### src/rtl/line_div_pkg.sv
package line_div_pkg;

  localparam int unsigned CNT_W    = 11;
  localparam int unsigned SEL_W    = 3;
  localparam int unsigned NUM_DIVS = 1 << SEL_W;

  typedef logic [CNT_W-1:0] cnt_t;
  typedef logic [SEL_W-1:0] sel_t;

  // Preset half-rate divisors, one per select code.
  function automatic cnt_t div_value(sel_t s);
    cnt_t n;
    case (s)
      3'd0:    n = cnt_t'(780);
      3'd1:    n = cnt_t'(858);
      3'd2:    n = cnt_t'(864);
      3'd3:    n = cnt_t'(910);
      3'd4:    n = cnt_t'(944);
      3'd5:    n = cnt_t'(1135);
      3'd6:    n = cnt_t'(1250);
      default: n = cnt_t'(1716);
    endcase
    return n;
  endfunction

  // Number of half-rate steps the feedback stays high.
  function automatic cnt_t half_of(cnt_t n);
    return n >> 1;
  endfunction

  // True when the count sits on the last step of the period.
  function automatic logic at_last(cnt_t c, cnt_t n);
    return c == (n - cnt_t'(1));
  endfunction

endpackage

### src/rtl/line_div_prescale.sv
module line_div_prescale (
  input  logic clk_i,
  input  logic rst_ni,
  input  logic restart_i,
  output logic tick_o
);

  logic phase_q;

  always_ff @(posedge clk_i) begin
    if (!rst_ni || restart_i) phase_q <= 1'b0;
    else                      phase_q <= ~phase_q;
  end

  // Half-rate enable: one cycle in two.
  assign tick_o = phase_q;

endmodule

### src/rtl/line_div_counter.sv
module line_div_counter
  import line_div_pkg::*;
(
  input  logic clk_i,
  input  logic rst_ni,
  input  logic tick_i,
  input  logic realign_i,
  input  logic inhibit_i,
  input  sel_t div_sel_i,
  output cnt_t cnt_o,
  output cnt_t div_o,
  output logic wrap_o,
  output logic fb_o
);

  cnt_t cnt_q;
  cnt_t div_q;
  logic step_w;

  assign step_w = tick_i & ~inhibit_i & ~realign_i;
  assign wrap_o = step_w & at_last(cnt_q, div_q);

  always_ff @(posedge clk_i) begin
    if (!rst_ni || realign_i) begin
      cnt_q <= '0;
      div_q <= div_value(div_sel_i);
    end else if (wrap_o) begin
      cnt_q <= '0;
      div_q <= div_value(div_sel_i);
    end else if (step_w) begin
      cnt_q <= cnt_q + cnt_t'(1);
    end
  end

  assign fb_o  = cnt_q < half_of(div_q);
  assign cnt_o = cnt_q;
  assign div_o = div_q;

endmodule

### src/rtl/line_div_fbmux.sv
module line_div_fbmux #(
  parameter int unsigned SYNC_STAGES = 2
) (
  input  logic clk_i,
  input  logic rst_ni,
  input  logic int_en_i,
  input  logic int_fb_i,
  input  logic ext_fb_i,
  output logic fb_o,
  output logic ext_fb_o,
  output logic ext_fb_oe_o
);

  logic ext_sync_w;

  generate
    if (SYNC_STAGES == 0) begin : g_nosync
      assign ext_sync_w = ext_fb_i;
    end else begin : g_sync
      logic [SYNC_STAGES-1:0] sync_q;
      always_ff @(posedge clk_i) begin
        if (!rst_ni) begin
          sync_q <= '0;
        end else begin
          sync_q[0] <= ext_fb_i;
          for (int i = 1; i < SYNC_STAGES; i++) sync_q[i] <= sync_q[i-1];
        end
      end
      assign ext_sync_w = sync_q[SYNC_STAGES-1];
    end
  endgenerate

  assign ext_fb_oe_o = int_en_i;
  assign ext_fb_o    = int_en_i & int_fb_i;
  assign fb_o        = int_en_i ? int_fb_i : ext_sync_w;

endmodule

### src/rtl/line_fb_divider.sv
module line_fb_divider
  import line_div_pkg::*;
#(
  parameter int unsigned SYNC_STAGES = 2
) (
  input  logic       clk_i,
  input  logic       rst_ni,
  input  logic [2:0] div_sel_i,
  input  logic       int_div_en_i,
  input  logic       fast_lock_i,
  input  logic       realign_req_i,
  input  logic       inhibit_req_i,
  input  logic       ext_fb_i,
  output logic       ext_fb_o,
  output logic       ext_fb_oe_o,
  output logic       fb_o
);

  logic tick_w;
  logic realign_w;
  logic inhibit_w;
  logic wrap_w;
  logic int_fb_w;
  cnt_t cnt_w;
  cnt_t div_w;

  // Requests count only in fast lock; realign outranks inhibit.
  assign realign_w = fast_lock_i & realign_req_i;
  assign inhibit_w = fast_lock_i & inhibit_req_i & ~realign_w;

  line_div_prescale u_prescale (
    .clk_i     (clk_i),
    .rst_ni    (rst_ni),
    .restart_i (realign_w),
    .tick_o    (tick_w)
  );

  line_div_counter u_counter (
    .clk_i     (clk_i),
    .rst_ni    (rst_ni),
    .tick_i    (tick_w),
    .realign_i (realign_w),
    .inhibit_i (inhibit_w),
    .div_sel_i (sel_t'(div_sel_i)),
    .cnt_o     (cnt_w),
    .div_o     (div_w),
    .wrap_o    (wrap_w),
    .fb_o      (int_fb_w)
  );

  line_div_fbmux #(.SYNC_STAGES(SYNC_STAGES)) u_fbmux (
    .clk_i       (clk_i),
    .rst_ni      (rst_ni),
    .int_en_i    (int_div_en_i),
    .int_fb_i    (int_fb_w),
    .ext_fb_i    (ext_fb_i),
    .fb_o        (fb_o),
    .ext_fb_o    (ext_fb_o),
    .ext_fb_oe_o (ext_fb_oe_o)
  );

endmodule

### config.mk
export PLATFORM = sky130hd
export DESIGN_NAME = line_fb_divider
export DESIGN_NICKNAME = d
export VERILOG_FILES = /design/src/rtl/line_div_pkg.sv /design/src/rtl/line_div_prescale.sv /design/src/rtl/line_div_counter.sv /design/src/rtl/line_div_fbmux.sv /design/src/rtl/line_fb_divider.sv
export SDC_FILE = /design/constraint.sdc
export NUM_CORES = 1
export LEC_CHECK = 0
export CORE_ASPECT_RATIO = 0.9
export CORE_UTILIZATION = 40
export CTS_CLUSTER_DIAMETER = 120
export DETAILED_ROUTE_END_ITERATION = 8
export SYNTH_ARGS = -nofsm -noshare
export SYNTH_HDL_FRONTEND = slang
export SYNTH_HIERARCHICAL = 1
export SYNTH_SLANG_ARGS = --single-unit
### constraint.sdc
create_clock -name clk_i -period 4.2 [get_ports clk_i]
set_clock_uncertainty 0.05 [all_clocks]
set_input_delay 0.84 -clock clk_i [delete_from_list [all_inputs] [get_ports clk_i]]
set_output_delay 0.84 -clock clk_i [all_outputs]
set_load 0.02 [all_outputs]
# Word level (Yosys, flattened, before mapping)
# Cells that the tools add are included.
# op_classes
n_addsub	2
n_mul	0
div_mod_pow	0
magnitude_cmp	1
eq_ne	7
n_shift	0
muxes	4
n_bitwise	10
n_reduce_logical	5
# op_table
op	count
11-bit case mux with 7 select lines	1
11-bit 2-to-1 mux	2
11-bit by 1-bit adder with 11-bit output (second input constant)	1
11-bit == test	1
11-bit by 10-bit less-than comparator with 1-bit output	1
11-bit by 1-bit subtractor with 11-bit output (second input constant)	1
3-bit == test (second input constant)	3
1-bit bitwise AND	7
3-bit by 2-bit == test with 1-bit output (second input constant)	2
3-bit by 1-bit == test with 1-bit output (second input constant)	1
3-bit zero test	1
1-bit NOT	3
2-bit nonzero test	1
2-bit OR reduction	1
1-bit zero test	1
1-bit logical OR	1
1-bit 2-to-1 mux	1
# word_totals
regBits	25
latch_bits	0
mem_bits_rw	0
romBits	0
input_bits	10
elab_cells	33
n_memories	0

# Logic depth before layout (Yosys ltp)
# Gate-level depths: netlist of the first run.
# logic_depth
ltp_word	9
ltp_mapped	9
ltp_nobuf	8

# Cells and area by module
# Netlist of the first run, hierarchy kept.
# by_module_without_submodules
module	instances	cells_per_inst	area_each_um2	seq_area_each_um2
line_div_counter	1	172	1549.0	550.5
line_div_fbmux	1	7	82.6	40.0
line_div_prescale	1	2	32.5	20.0
line_fb_divider	1	2	16.3	0.0

# Worst setup path before layout of the first run
# No wires, ideal clock.
# synth_timing
path_kind	in2reg
from	input port fast_lock_i
to	register u_counter.div_q[0], in the netlist u_counter/div_o[0], enable pin
setup_ps	353
arrival_ps	2904
required_ps	3797
path_slack_ps	893
path_stages	6
cell_sequence	and2_2 > nor3b_1 > nand4_1 > a2111o_1 > a2111oi_4 > nand2b_1
# synth_between
elab_chain_cells	8
word_cells_on_any_way	10
classes_between	bitwise (8); reduce/logical (2)
# synth_rtl
element	line_no	text
start, declared	line_fb_divider.sv:10	input logic fast_lock_i,
1-bit bitwise AND	line_fb_divider.sv:28	assign realign_w = fast_lock_i & realign_req_i;
1-bit NOT	line_div_counter.sv:20, line_fb_divider.sv:29	
1-bit bitwise AND	line_fb_divider.sv:29	assign inhibit_w = fast_lock_i & inhibit_req_i & ~realign_w;
1-bit NOT	line_div_counter.sv:20	assign step_w = tick_i & ~inhibit_i & ~realign_i;
1-bit bitwise AND (2 in series)	line_div_counter.sv:20	
1-bit bitwise AND	line_div_counter.sv:21	assign wrap_o = step_w & at_last(cnt_q, div_q);
2-bit nonzero test (no source line) (*)	n/a	
end signal, assigned	line_div_counter.sv:26	div_q <= div_value(div_sel_i);
end signal, assigned	line_div_counter.sv:29	div_q <= div_value(div_sel_i);
end, declared	line_div_counter.sv:17	cnt_t div_q;
# Every way passes the cells marked *; elsewhere a longest branch is shown, timed or not.
# A chain may end at the register's enable or synchronous reset.

# Worst setup path in the final report of the first run
# layout_timing
from	register u_counter.div_q[2], in the netlist u_counter/div_o[2]
to	output port fb_o
# layout_between
elab_chain_cells	2
# layout_rtl
element	line_no	text
11-bit by 10-bit less-than comparator with 1-bit output	line_div_counter.sv:35	assign fb_o = cnt_q < half_of(div_q);
via int_fb_w	line_fb_divider.sv:23	logic int_fb_w;
1-bit 2-to-1 mux	line_div_fbmux.sv:35	assign fb_o = int_en_i ? int_fb_i : ext_sync_w;
end, declared	line_fb_divider.sv:16	output logic fb_o
# The timed path passes the listed nets, and every way through them passes these cells.

==> flow_summary.yaml, run 1 <==
sta:
  rsz0062_at_grt: "false"
  finalCriticalPeriod_ns: 3.66
  drv_slew: 0
  slew_headroom_pct: 66.6
  setup_tns_ns: 0
  post-route-period-util_pct: 87.1
  layout_setup_ws_ns: 0.542
  fmax_mhz: 273
  hold_viol_final: 0
  worst_pin_slew_ns: 0.500
  setup-violations-final: 0
detailed_routing:
  ant_nets: 0
  finalWirelength_um: 3280
  firstDrtPassIters: 4
  via_per_inst: 5.17
  vias: 1251
  wire_per_inst_um: 13.5
  drc_errors: 0
  drt_iter0_markers: 94
power_and_ir_drop:
  power_leakage_nw: 0.821
  peakVddDrop_v: 0.000121
  power.density_mw_per_mm2: 280
yosys:
  syn_inst: 183
  synthTopCellsByArea: "edfxtp_1, dfxtp_1, ha_1"
  avgSynthCellArea_um2: 9.18
  seq_area_frac_synth_pct: 36.3
  ys_ff_latch: 25
  yosys.cell_types.count: 41
  yosys_warnings: 6
  synth_top_area_share_pct: 19.7
  yosys.area.top_type: "edfxtp_1"
  synth_nets: 204
  syn_area_mm2: 0.00168
grt:
  use_met1_pct: 21.8
  grt_most_used_layer: "met2"
  grt_use_met2_pct: 23.9
  antenna_found_initial: 0
  grt_max_degree: 15
  track_usage_pct: 15.8
  grt_util_met3_pct: 2.88
  grt_pass1_vias: 1161
  grt_overflow: 0
  grt_pass1_wl_um: 5430
final_layout:
  seqCellArea_um2: 611
  area_growth_pct: 12.7
  multiInputGateArea_um2: 983
  mostFrequentLayoutCell: "nand2_1"
  antenna_cells: 0
  layout-drive-gt1-share_pct: 7.14
  nets: 218
  n_fill_cell: 370
  layout_common_cells: "nand2_1, nor2_1, xnor2_1"
clock_network:
  clkTransAtPathRegs_ns: 0.09
  clkLatencyLatePin_ns: 0.27
  cts-resized-gates: 0
  cts_hold_buf: 0
  htreeDepth: 1
  cts_sinks: 25
  cts.repair_timing.setup_buffer_count: 0
  clk_path_buf_depth: 2
  cts_tree: "built"
  cts-buffers-inserted: 3
  ctsRootBufferMaster: "clkbuf_8"
place:
  post-dp-hpwl_um: 2580
  place_ws_ns: 0.610
  portBuffers: 12
  place.gp.congestion: 0.870
worst_setup_path:
  startpoint: "u_counter/div_o[2]"
  cp-start-kind: "flop"
  end_kind: "output port"
  rrSetupSlack_ns: 1.10
  required_ns: 3.31
  critPathMaxFanout: 7
  worstPathArrival_ns: 2.77
  r2r_cells: 8
  r2r-end: "u_counter/div_o[6]"
  regToRegStartpoint: "u_counter/div_o[0]"
  crit_type: "flop to output port"
floorplan:
  io_pins: 13
  fp.dieH_um: 63.5
  rows: 21
  start_util_pct: 43.5
  fp.dieW_um: 70.3
  dieArea_mm2: 0.00446
  core_mm2: 0.00386
flow_run:
  maxCapViolations: 0
worst_hold_path:
  hold_depth: 1
  worstHoldEndpoint: "u_fbmux/g_sync.sync_q[1]"
  min_from: "u_fbmux/g_sync.sync_q[0]"
  worst_hold_path_type: "flop to flop"
run_status:
  status: "completed"
==> synthesized netlist by cell type <==
| master | n |
|---|---|
| clkbuf_1 | 4 |
| nor2b_1 | 1 |
| nor3b_2 | 1 |
| nand2b_1 | 4 |
| buf_6 | 1 |
| edfxtp_1 | 11 |
| and4_1 | 1 |
| o221ai_1 | 1 |
| nand2_1 | 21 |
| xnor2_1 | 15 |
| nor3_1 | 3 |
| nand3b_1 | 1 |
| and2_1 | 4 |
| nor2_1 | 20 |
| o211ai_1 | 1 |
| a2111o_1 | 1 |
| nand4_1 | 6 |
| a21o_1 | 4 |
| nor3_2 | 1 |
| nand3_1 | 3 |
| mux2i_1 | 4 |
| dfxtp_1 | 14 |
| nor3b_1 | 2 |
| a211o_1 | 1 |
| or4_1 | 3 |
| buf_4 | 1 |
| a311o_1 | 1 |
| a21oi_1 | 3 |
| xor2_1 | 11 |
| mux2_4 | 1 |
| and3_1 | 1 |
| ha_1 | 11 |
| or4b_4 | 1 |
| or2b_1 | 1 |
| o21ai_0 | 3 |
| inv_1 | 14 |
| a2111oi_4 | 1 |
| and3b_1 | 1 |
| and2_2 | 2 |
| a41oi_1 | 2 |
| nor4_1 | 1 |
==> how the worst max path moves through the flow <==
stage                              end  slack [ns]  depth (start not counted)
floorplan           u_counter/div_o[0]        0.89                          6
CTS                               fb_o        0.52                          9
global route                      fb_o        0.33                          9
global placement    u_counter/div_o[1]        0.68                          8
finish                            fb_o        0.54                          9
detailed placement  u_counter/div_o[0]        0.61                          8
==> worst max-delay path, cell delays in order, from the launching register on <==
cell	delay (ns)
edfxtp_1	0.47
inv_1	0.12
ha_1	0.23
a21o_1	0.15
a21o_1	0.16
a21oi_1	0.22
o21ai_0	0.12
a41oi_1	0.26
mux2_4	0.19
clkdlybuf4s50_1	0.59
==> cell families after synthesis <==
| kind of cell | after synthesis | synth area share (%) |
|---|---|---|
| AND/OR/NAND/NOR | 78 | 24.5 |
| XOR/XNOR | 26 | 13.6 |
| flip-flops | 25 | 36.3 |
| buffers and inverters | 20 | 5.14 |
| AO/OA/AOI/OAI | 18 | 9.01 |
| adder cells (fa/ha/maj) | 11 | 8.19 |
| multiplexers | 5 | 3.28 |
==> state kept, by name, indices dropped and copies added, names as in the netlist <==
register and count:
u_counter/cnt_o 11, u_counter/div_o 11, u_fbmux/g_sync.sync_q 2, u_prescale/tick_o 1
==> layout make-up <==
type                    instances  share of cell area, %
multi-input cells             138                   51.9
flip-flops and latches         25                   32.3
repair buffers                 15                   7.53
well taps                      46                   3.04
inverters                      14                   2.78
clock buffers                   3                   2.18
clock inverters                 1                  0.264
==> power breakdown <==
group / switching, W / total, W / internal (W) / leakage (nW)
logic: 0.0000509 / 0.0000986 / 0.0000477 / 0.572
clock network: 0.0000753 / 0.000142 / 0.0000664 / 0.0255
registers: 0.0000188 / 0.000291 / 0.000272 / 0.223
total: 0.000145 / 0.000531 / 0.000386 / 0.821
==> layer usage <==
| layer | vias up | wire [um] | share of wire, % |
|---|---|---|---|
| met5 | - | 0 | 0 |
| met4 | 0 | 40 | 1.2 |
| met3 | 4 | 132 | 4.0 |
| met2 | 22 | 1530 | 47 |
| met1 | 572 | 1580 | 48 |
| li1 | 653 | - | - |
==> metrics by stage <==
step	total power, W	std cells	util, %	instance area [um^2]	hold WS [ns]
after detailed placement	0.000395	238	47.8	1850	0.367
after global placement	0.000390	238	47.8	1850	0.367
after floorplan	0.000361	183	-	1680	0.354
after global routing	0.000562	242	49.0	1890	0.413
after CTS	0.000539	242	49.0	1890	0.388
final	0.000531	242	49.0	1890	0.390
Power figures use the tool's default switching activity.
==> run 2, diff against run 1 <==
--- a/config.mk
+++ b/config.mk
@@ -9,6 +9,7 @@
 export CORE_UTILIZATION = 40
 export CTS_CLUSTER_DIAMETER = 120
 export DETAILED_ROUTE_END_ITERATION = 8
+export PLACE_DENSITY = 0.69
 export SYNTH_ARGS = -nofsm -noshare
 export SYNTH_HDL_FRONTEND = slang
 export SYNTH_HIERARCHICAL = 1
==> run 2 against run 1 <==
Wire length shrank 2.4%; critical path depth is the same; non-clock buffer count is the same; total power grew 2.7%; highest routed layer unchanged; worst setup slack gained 0.052 ns.
==> flow_summary.yaml, run 2 (synthesis results as in run 1) <==
worst_setup_path:
  cpPeakStageDelay_ns: 0.60
  required_ns: 3.31
  critPathMaxFanout: 7
  crit_path_top_delay_cell: "clkdlybuf4s50_1"
  worst-path-buf-inv: 2
  crit_top_cell: "a21o_1"
  cp_top_family: "compound AO/OA/AOI/OAI gates"
  cp-start-kind: "flop"
  crit_chain: "inv_1 -> ha_1 -> a21o_1 -> a21o_1 -> a21oi_1 -> o21ai_0 -> a41oi_1 -> and2_2 -> clkdlybuf4s50_1"
  crit_type: "flop to output port"
  worstPathArrival_ns: 2.72
  end_kind: "output port"
detailed_routing:
  vias: 1236
  drc_errors: 0
  finalWirelength_um: 3200
  firstDrtPassIters: 4
  wire_per_inst_um: 13.2
  ant_nets: 0
  drt_iter0_markers: 78
  via_per_inst: 5.11
grt:
  grt_pass1_wl_um: 5590
  grt_overflow: 0
  antenna_found_initial: 0
  grt_max_degree: 17
  grt_pass1_vias: 1157
  track_usage_pct: 15.7
sta:
  drv_slew: 0
  fmax_mhz: 277
  worst_pin_slew_ns: 0.504
  hold_viol_final: 0
  slew_headroom_pct: 66.4
  finalCriticalPeriod_ns: 3.61
  setup-violations-final: 0
  post-route-period-util_pct: 85.8
  setup_tns_ns: 0
  hold_ws_ns: 0.391
  rsz0062_at_grt: "false"
clock_network:
  cts-buffers-inserted: 3
  clkTransAtPathRegs_ns: 0.10
  cts-resized-gates: 0
  ctsRootBufferMaster: "clkbuf_8"
  htreeDepth: 1
  cts_hold_buf: 0
  cts_sinks: 25
  clkLatencyLatePin_ns: 0.27
  clk_path_buf_depth: 2
  cts.repair_timing.setup_buffer_count: 0
  cts_tree: "built"
final_layout:
  layout-drive-gt1-share_pct: 7.14
  antenna_cells: 0
  layout_common_cells: "nand2_1, nor2_1, xnor2_1"
  final_cell_area_mm2: 0.00190
  area_growth_pct: 12.9
  mostFrequentLayoutCell: "nand2_1"
  nets: 218
power_and_ir_drop:
  total_power_w: 0.000545
  switching_share_pct: 28.6
  power_frac_seq_pct: 53.3
  combPwrFrac_pct: 18.4
  peakVddDrop_v: 0.000201
  power_leakage_nw: 0.821
  power.internal_w: 0.000389
  clock_power_share_pct: 28.3
  p_switching_w: 0.000156
  power.density_mw_per_mm2: 287
place:
  place_area_mm2: 0.00185
  post-dp-hpwl_um: 2460
  portBuffers: 12
  place.gp.congestion: 0.794
floorplan:
  rows: 21
  core_mm2: 0.00386
  fp.dieW_um: 70.3
  dieArea_mm2: 0.00446
  fp.dieH_um: 63.5
  io_pins: 13
  start_util_pct: 43.5
flow_run:
  maxCapViolations: 0
run_status:
  status: "completed"
worst_hold_path:
  worst_hold_path_type: "flop to flop"
==> run 2: cell types whose count changed in the layout (fill, tap and decap cells not counted) <==
cell,delta
inv_6,+1
clkinv_2,-1
==> run 2: final timing paths <==
check / startpoint / to / slack [ns] / cells after the start
setup / recovery: u_counter/div_o[2] / ext_fb_o / 0.59 / 9
hold / removal: u_prescale/tick_o / u_prescale/tick_o / 0.39 / 1
setup reg to reg: u_counter/div_o[0] / u_counter/div_o[7] / 1.04 / 8
hold reg to reg: u_prescale/tick_o / u_prescale/tick_o / 0.39 / 1
==> run 2: cell type report <==
| type | count | area, um^2 |
|---|---|---|
| inverter | 14 | 52.6 |
| clock buffer | 3 | 41.3 |
| fill | 361 | 1970 |
| sequential | 25 | 611 |
| clock inverter | 1 | 8.76 |
| tap | 46 | 57.6 |
| timing repair buffer | 15 | 143 |
| multi-input combinational | 138 | 983 |
==> run 2: stage by stage <==
stage          cells  util, %  setup slack [ns]
4_1_cts          242     49.1             0.546
3_3_place_gp     238     47.8             0.683
2_1_floorplan    183        -             0.893
6_report         242     49.1             0.594
5_1_grt          242     49.1             0.391
3_5_place_dp     238     47.8             0.621
==> run 2: metal layers <==
metal	global-route usage (%)	part of all wire, %	vias to the layer above
met4	3.75	0.91	0
met3	2.88	1.6	2
li1	-	-	656
met1	21.9	52	566
met5	0	0	-
met2	25.0	45	12
==> run 2: power groups by stage <==
stage	sequential, W	combinational [W]	clock, W
finish	0.000290	0.000100	0.000154
global route	0.000293	0.000111	0.000173
CTS	0.000290	0.000100	0.000164
detailed placement	0.000296	0.0000991	0
global placement	0.000296	0.0000962	0
floorplan	0.000290	0.0000713	0
